--- src/rtl/abb_pkg.sv ---
package abb_pkg;

    typedef enum logic [1:0] {
        MODE_WRITE = 2'd0,
        MODE_HOLD  = 2'd1,
        MODE_DEMUX = 2'd2,
        MODE_CLEAR = 2'd3
    } abb_mode_e;

endpackage

--- src/rtl/abb_mode_decode.sv ---
module abb_mode_decode
    import abb_pkg::*;
(
    input  logic      wr_en_n,
    input  logic      clr_n,
    output abb_mode_e mode
);
    always_comb begin
        unique case ({clr_n, wr_en_n})
            2'b10:   mode = MODE_WRITE;
            2'b11:   mode = MODE_HOLD;
            2'b00:   mode = MODE_DEMUX;
            default: mode = MODE_CLEAR;
        endcase
    end
endmodule

--- src/rtl/abb_addr_decode.sv ---
module abb_addr_decode #(
    parameter int WIDTH  = 8,
    parameter int ADDR_W = $clog2(WIDTH)
) (
    input  logic [ADDR_W-1:0] addr,
    output logic [WIDTH-1:0]  sel
);
    for (genvar i = 0; i < WIDTH; i++) begin : g_sel
        assign sel[i] = (addr == ADDR_W'(i));
    end
endmodule

--- src/rtl/abb_bit_next.sv ---
module abb_bit_next
    import abb_pkg::*;
(
    input  abb_mode_e mode,
    input  logic      sel,
    input  logic      din,
    input  logic      cur,
    output logic      nxt
);
    always_comb begin
        unique case (mode)
            MODE_WRITE: nxt = sel ? din : cur;
            MODE_HOLD:  nxt = cur;
            MODE_DEMUX: nxt = sel & din;
            default:    nxt = 1'b0;
        endcase
    end
endmodule

--- src/rtl/addr_bit_bank.sv ---
module addr_bit_bank
    import abb_pkg::*;
#(
    parameter  int WIDTH  = 8,
    localparam int ADDR_W = $clog2(WIDTH)
) (
    input  logic              clk,
    input  logic              rst_n,
    input  logic              wr_en_n,
    input  logic              clr_n,
    input  logic [ADDR_W-1:0] addr,
    input  logic              din,
    output logic [WIDTH-1:0]  q
);
    typedef struct packed {
        logic [WIDTH-1:0] bits;
    } bank_t;

    bank_t            st_d, st_q;
    abb_mode_e        mode;
    logic [WIDTH-1:0] sel;
    logic [WIDTH-1:0] nxt;

    abb_mode_decode u_mode (
        .wr_en_n (wr_en_n),
        .clr_n   (clr_n),
        .mode    (mode)
    );

    abb_addr_decode #(.WIDTH(WIDTH), .ADDR_W(ADDR_W)) u_addr (
        .addr (addr),
        .sel  (sel)
    );

    for (genvar i = 0; i < WIDTH; i++) begin : g_bit
        abb_bit_next u_next (
            .mode (mode),
            .sel  (sel[i]),
            .din  (din),
            .cur  (st_q.bits[i]),
            .nxt  (nxt[i])
        );
    end

    always_comb begin
        st_d      = st_q;
        st_d.bits = nxt;
    end

    always_ff @(posedge clk or negedge rst_n) begin
        if (!rst_n) st_q <= '0;
        else        st_q <= st_d;
    end

    assign q = st_q.bits;


    write_bit_chk: assert property (@(posedge clk) disable iff (!rst_n)
        (!wr_en_n && clr_n) |=> (q[$past(addr)] == $past(din)));


    write_keep_chk: assert property (@(posedge clk) disable iff (!rst_n)
        (!wr_en_n && clr_n) |=>
            (((q ^ $past(q)) & ~(WIDTH'(1) << $past(addr))) == '0));


    hold_stable_chk: assert property (@(posedge clk) disable iff (!rst_n)
        (wr_en_n && clr_n) |=> (q == $past(q)));


    demux_route_chk: assert property (@(posedge clk) disable iff (!rst_n)
        (!wr_en_n && !clr_n) |=>
            (q[$past(addr)] == $past(din)) && ($countones(q) <= 1));


    clear_zero_chk: assert property (@(posedge clk) disable iff (!rst_n)
        (wr_en_n && !clr_n) |=> (q == '0));
endmodule

--- config.mk ---
export PLATFORM = sky130hd
export DESIGN_NAME = addr_bit_bank
export DESIGN_NICKNAME = d
export VERILOG_FILES = /design/src/rtl/abb_pkg.sv /design/src/rtl/abb_mode_decode.sv /design/src/rtl/abb_addr_decode.sv /design/src/rtl/abb_bit_next.sv /design/src/rtl/addr_bit_bank.sv
export SDC_FILE = /design/constraint.sdc
export NUM_CORES = 1
export LEC_CHECK = 0
export BUFFER_PORTS_ARGS = -buffer_cell sky130_fd_sc_hd__buf_2
export CORE_MARGIN = 8
export CORE_UTILIZATION = 33
export CTS_BUF_LIST = sky130_fd_sc_hd__clkbuf_8 sky130_fd_sc_hd__clkbuf_16
export CTS_CLUSTER_SIZE = 24
export DETAILED_ROUTE_END_ITERATION = 8
export GPL_TIMING_DRIVEN = 0
export PLACE_DENSITY_LB_ADDON = 0.08
export REMOVE_ABC_BUFFERS = 1
export SETUP_SLACK_MARGIN = 0.4
export SLEW_MARGIN = 20
export SYNTH_ARGS = -nofsm -noshare
export SYNTH_HDL_FRONTEND = slang
export SYNTH_SLANG_ARGS = --single-unit
--- constraint.sdc ---
create_clock -name clk -period 0.8 [get_ports clk]
set_clock_uncertainty 0.05 [all_clocks]
set_input_delay 0.08 -clock clk [delete_from_list [all_inputs] [get_ports clk]]
set_output_delay 0.08 -clock clk [all_outputs]
set_load 0.1 [all_outputs]
==> summary.log <==
qor: critical_path.critical-path-top-delay-family flip-flops
qor: routing.viasPerCell 5.02
qor: routing.postRouteWirelength 999 um
qor: logic_synthesis.synth-main-ff-cell sky130_fd_sc_hd__dfrtp_1
qor: cts.cts_tree built
qor: cts.clk_root_buffer_cell sky130_fd_sc_hd__clkbuf_8
qor: routing.drcViolationCount 0
qor: critical_path.reg2reg_depth 2
qor: sta.slew_headroom 81.7%
qor: critical_path.minimum_setup_slack_among_reg_to_reg_paths 0.07 ns
qor: critical_path.cp_arrival 0.81 ns
qor: layout.synthToLayoutAreaGrowth 47.4%
qor: logic_synthesis.syn-instance-count 42
qor: layout.antenna-diode-count 0
qor: critical_path.rr_startpoint q[4]
qor: sta.timing.fmax 1.06 GHz
qor: logic_synthesis.ys_top_cells_by_area sky130_fd_sc_hd__dfrtp_1 44%, sky130_fd_sc_hd__mux2i_1 18%, sky130_fd_sc_hd__buf_4 13%, sky130_fd_sc_hd__nand2_1 6.6%, sky130_fd_sc_hd__nor4b_1 5.8%
qor: sta.grt_setup_unrepaired true
qor: logic_synthesis.synth.mux.area_fraction 17.5%
qor: sta.drv_slew 0
qor: routing.drt_first_pass_iters 2
qor: cts.htree_num_levels 1
qor: run_status.run_status complete, but fails checks
qor: place.finalWeightedCongestion 0.699
qor: place.placedInstanceArea 487 um2
qor: power.power.density_cell_area 1730 nW/um2
qor: grt.antenna_found_initial 0
qor: critical_path.critical_path_cell_count 1
qor: cts.cts_setup_buffers 0
qor: critical_path.cp.required 0.67 ns
qor: run_status.violations hold timing, setup timing
qor: logic_synthesis.synth.cell_area 457 um2
qor: logic_synthesis.synth-warning-count 0
qor: logic_synthesis.synthXorXnorAreaFrac 0%
qor: logic_synthesis.ys_top_cells_by_count 8 x sky130_fd_sc_hd__buf_4, 8 x sky130_fd_sc_hd__dfrtp_1, 8 x sky130_fd_sc_hd__mux2i_1, 8 x sky130_fd_sc_hd__nand2_1, 3 x sky130_fd_sc_hd__nor4b_1
qor: layout.postLayoutCellArea 673 um2
qor: cts.cts_buffers 3
qor: logic_synthesis.ys_async_sr_fraction 100%
qor: place.post-dp-hpwl 763 um
qor: floorplan.die-height 53.2 um
qor: logic_synthesis.synthesis.area_per_instance 10.9 um2
qor: floorplan.start_util 35.1%
qor: grt.overall_track_demand_over_capacity_in_global_routing 8.31%
qor: grt.grt_overflow_total 0
qor: critical_path.path_max_fanout 2
qor: logic_synthesis.yosys.area_share.simple 23.8%
qor: cts.cts_sinks 8
qor: logic_synthesis.ys_seq_elements 8
qor: place.pre_cts_slack -0.241 ns
qor: critical_path.crit_chain buf_12
qor: cts.insertion_delay 0.22 ns
qor: floorplan.core_footprint 1300 um2
qor: flow_run.cap_viol_max_count 0
qor: critical_path.critical_path_buf_inv_count 1
qor: power.power_leakage 0.000288 uW
qor: routing.avgRoutedWirePerCell 15.1 um
qor: power.vdd_drop_max 917 uV
qor: logic_synthesis.combinational_family_with_the_most_area_after_synthesis simple AND/OR/NAND/NOR gates
qor: floorplan.die-area 2830 um2
qor: sta.final.hold.worst_slack -0.357 ns
qor: critical_path.cp-start-kind register
qor: floorplan.pin_count 16
qor: logic_synthesis.synth_seq_area_share 43.8%
qor: critical_path.critical_path.endpoint_type output pin
qor: logic_synthesis.post-synth-top-area-cell sky130_fd_sc_hd__dfrtp_1
qor: logic_synthesis.synth_compound_area_share 0%
qor: grt.grt_pass1_vias 363
qor: grt.grt_first_pass_wirelength 1630 um
qor: sta.setup_violations 8
qor: routing.initial_drc_count 3
qor: critical_path.worstReg2RegEnd q[4]
qor: layout.max_ffs_per_register 8
qor: sta.fin_crit 0.941 ns
qor: cts.clk_pin_slew_worst_paths 0.04 ns
qor: sta.final_critical_path_setup_slack -0.141 ns
qor: sta.worst-slew-pin-transition 0.273 ns
qor: cts.cts.path.max_buffers 2
qor: sta.finalCritPeriodShare 118%
qor: logic_synthesis.synth_top_area_share 43.8%
qor: sta.setup-tns-final -1.07 ns
qor: layout.layout.nets 61
qor: layout.layout-drive-gt1-share 47.1%
qor: worst_hold_path.hold_path.class in2async
qor: critical_path.cp_max_delay_cell sky130_fd_sc_hd__dfrtp_1
qor: logic_synthesis.arithmetic_cell_share_of_the_synthesized_area_counting_full_adders_half_adders_and_majority_gates 0%
qor: sta.finalHoldViolCount 8
qor: place.port_buffers 15
qor: logic_synthesis.ys_types 11
qor: critical_path.kind_of_critical_path reg2out
qor: grt.grt_start_max_net_pins 9
qor: routing.detail-route-antenna-nets 0
qor: floorplan.row_count 13
qor: logic_synthesis.edff_count_synth 0
qor: routing.dr_total_vias 331
qor: critical_path.cpPeakStageDelay 0.40 ns
qor: floorplan.die_width 53.2 um
-- worst register-to-register path: stages (launching register included) --
cell                      delay [ns]
sky130_fd_sc_hd__dfrtp_1        0.41
sky130_fd_sc_hd__nand2_1        0.08
sky130_fd_sc_hd__mux2i_1        0.06
-- placed cells by master, fill, tap and decap left out --
| cell | instances |
|---|---|
| sky130_fd_sc_hd__and4bb_1 | 1 |
| sky130_fd_sc_hd__and4bb_2 | 2 |
| sky130_fd_sc_hd__buf_12 | 8 |
| sky130_fd_sc_hd__buf_2 | 7 |
| sky130_fd_sc_hd__clkbuf_8 | 3 |
| sky130_fd_sc_hd__dfrtp_1 | 8 |
| sky130_fd_sc_hd__inv_1 | 1 |
| sky130_fd_sc_hd__mux2i_1 | 8 |
| sky130_fd_sc_hd__nand2_1 | 8 |
| sky130_fd_sc_hd__nand4b_1 | 1 |
| sky130_fd_sc_hd__nor4_2 | 1 |
| sky130_fd_sc_hd__nor4b_2 | 3 |
-- timing repair --
item,4_1_cts,5_1_grt
cloned,0,0
pin swaps,7,2
resized for setup,33,3
endpoints found under the setup margin,16,16
hold endpoints to repair,8,8
-- logic make-up after synthesis --
group | count (synthesis)
and+or+nand+nor | 16
buffers and inverters | 10
muxes | 8
DFF | 8
-- metal layers --
metal / track usage [%] / part of all wire, % / vias up
met5: 0 / 0 / -
met4: 7.56 / 0.70 / 0
met3: 5.04 / 9.1 / 2
met2: 11.9 / 47 / 8
met1: 8.16 / 43 / 162
li1: - / - / 159
-- worst max-delay path by stage --
stage | start | endpoint | slack (ns)
2_1_floorplan | q[7] | q[7] | -0.47
3_3_place_gp | addr[1] | q[1] | -0.18
3_5_place_dp | addr[1] | q[1] | -0.24
4_1_cts | q[7] | q[7] | -0.14
5_1_grt | q[6] | q[6] | -0.17
6_report | q[2] | q[2] | -0.14
-- through the flow --
step	std cells	utilization [%]	total power [uW]
6_report	66	51.7	1160
2_1_floorplan	33	-	573
5_1_grt	66	51.7	1220
4_1_cts	66	50.5	1180
3_5_place_dp	63	37.4	641
3_3_place_gp	63	37.4	637
-- where the power goes --
part | internal, uW | total, uW | switching (uW) | leakage (uW)
Combinational | 92.2 | 260 | 168 | 0.000157
Clock | 325 | 467 | 143 | 0.0000216
Sequential | 421 | 436 | 15.5 | 0.000110
Total | 838 | 1160 | 326 | 0.000288
-- area by class of cell --
type	instances	area (um2)
clock buffer	3	41.3
fill	123	628
inverter	1	3.75
multi-input combinational	24	214
sequential	8	200
tap	15	18.8
timing repair buffer	15	195
(Power assumes the default switching activity.)
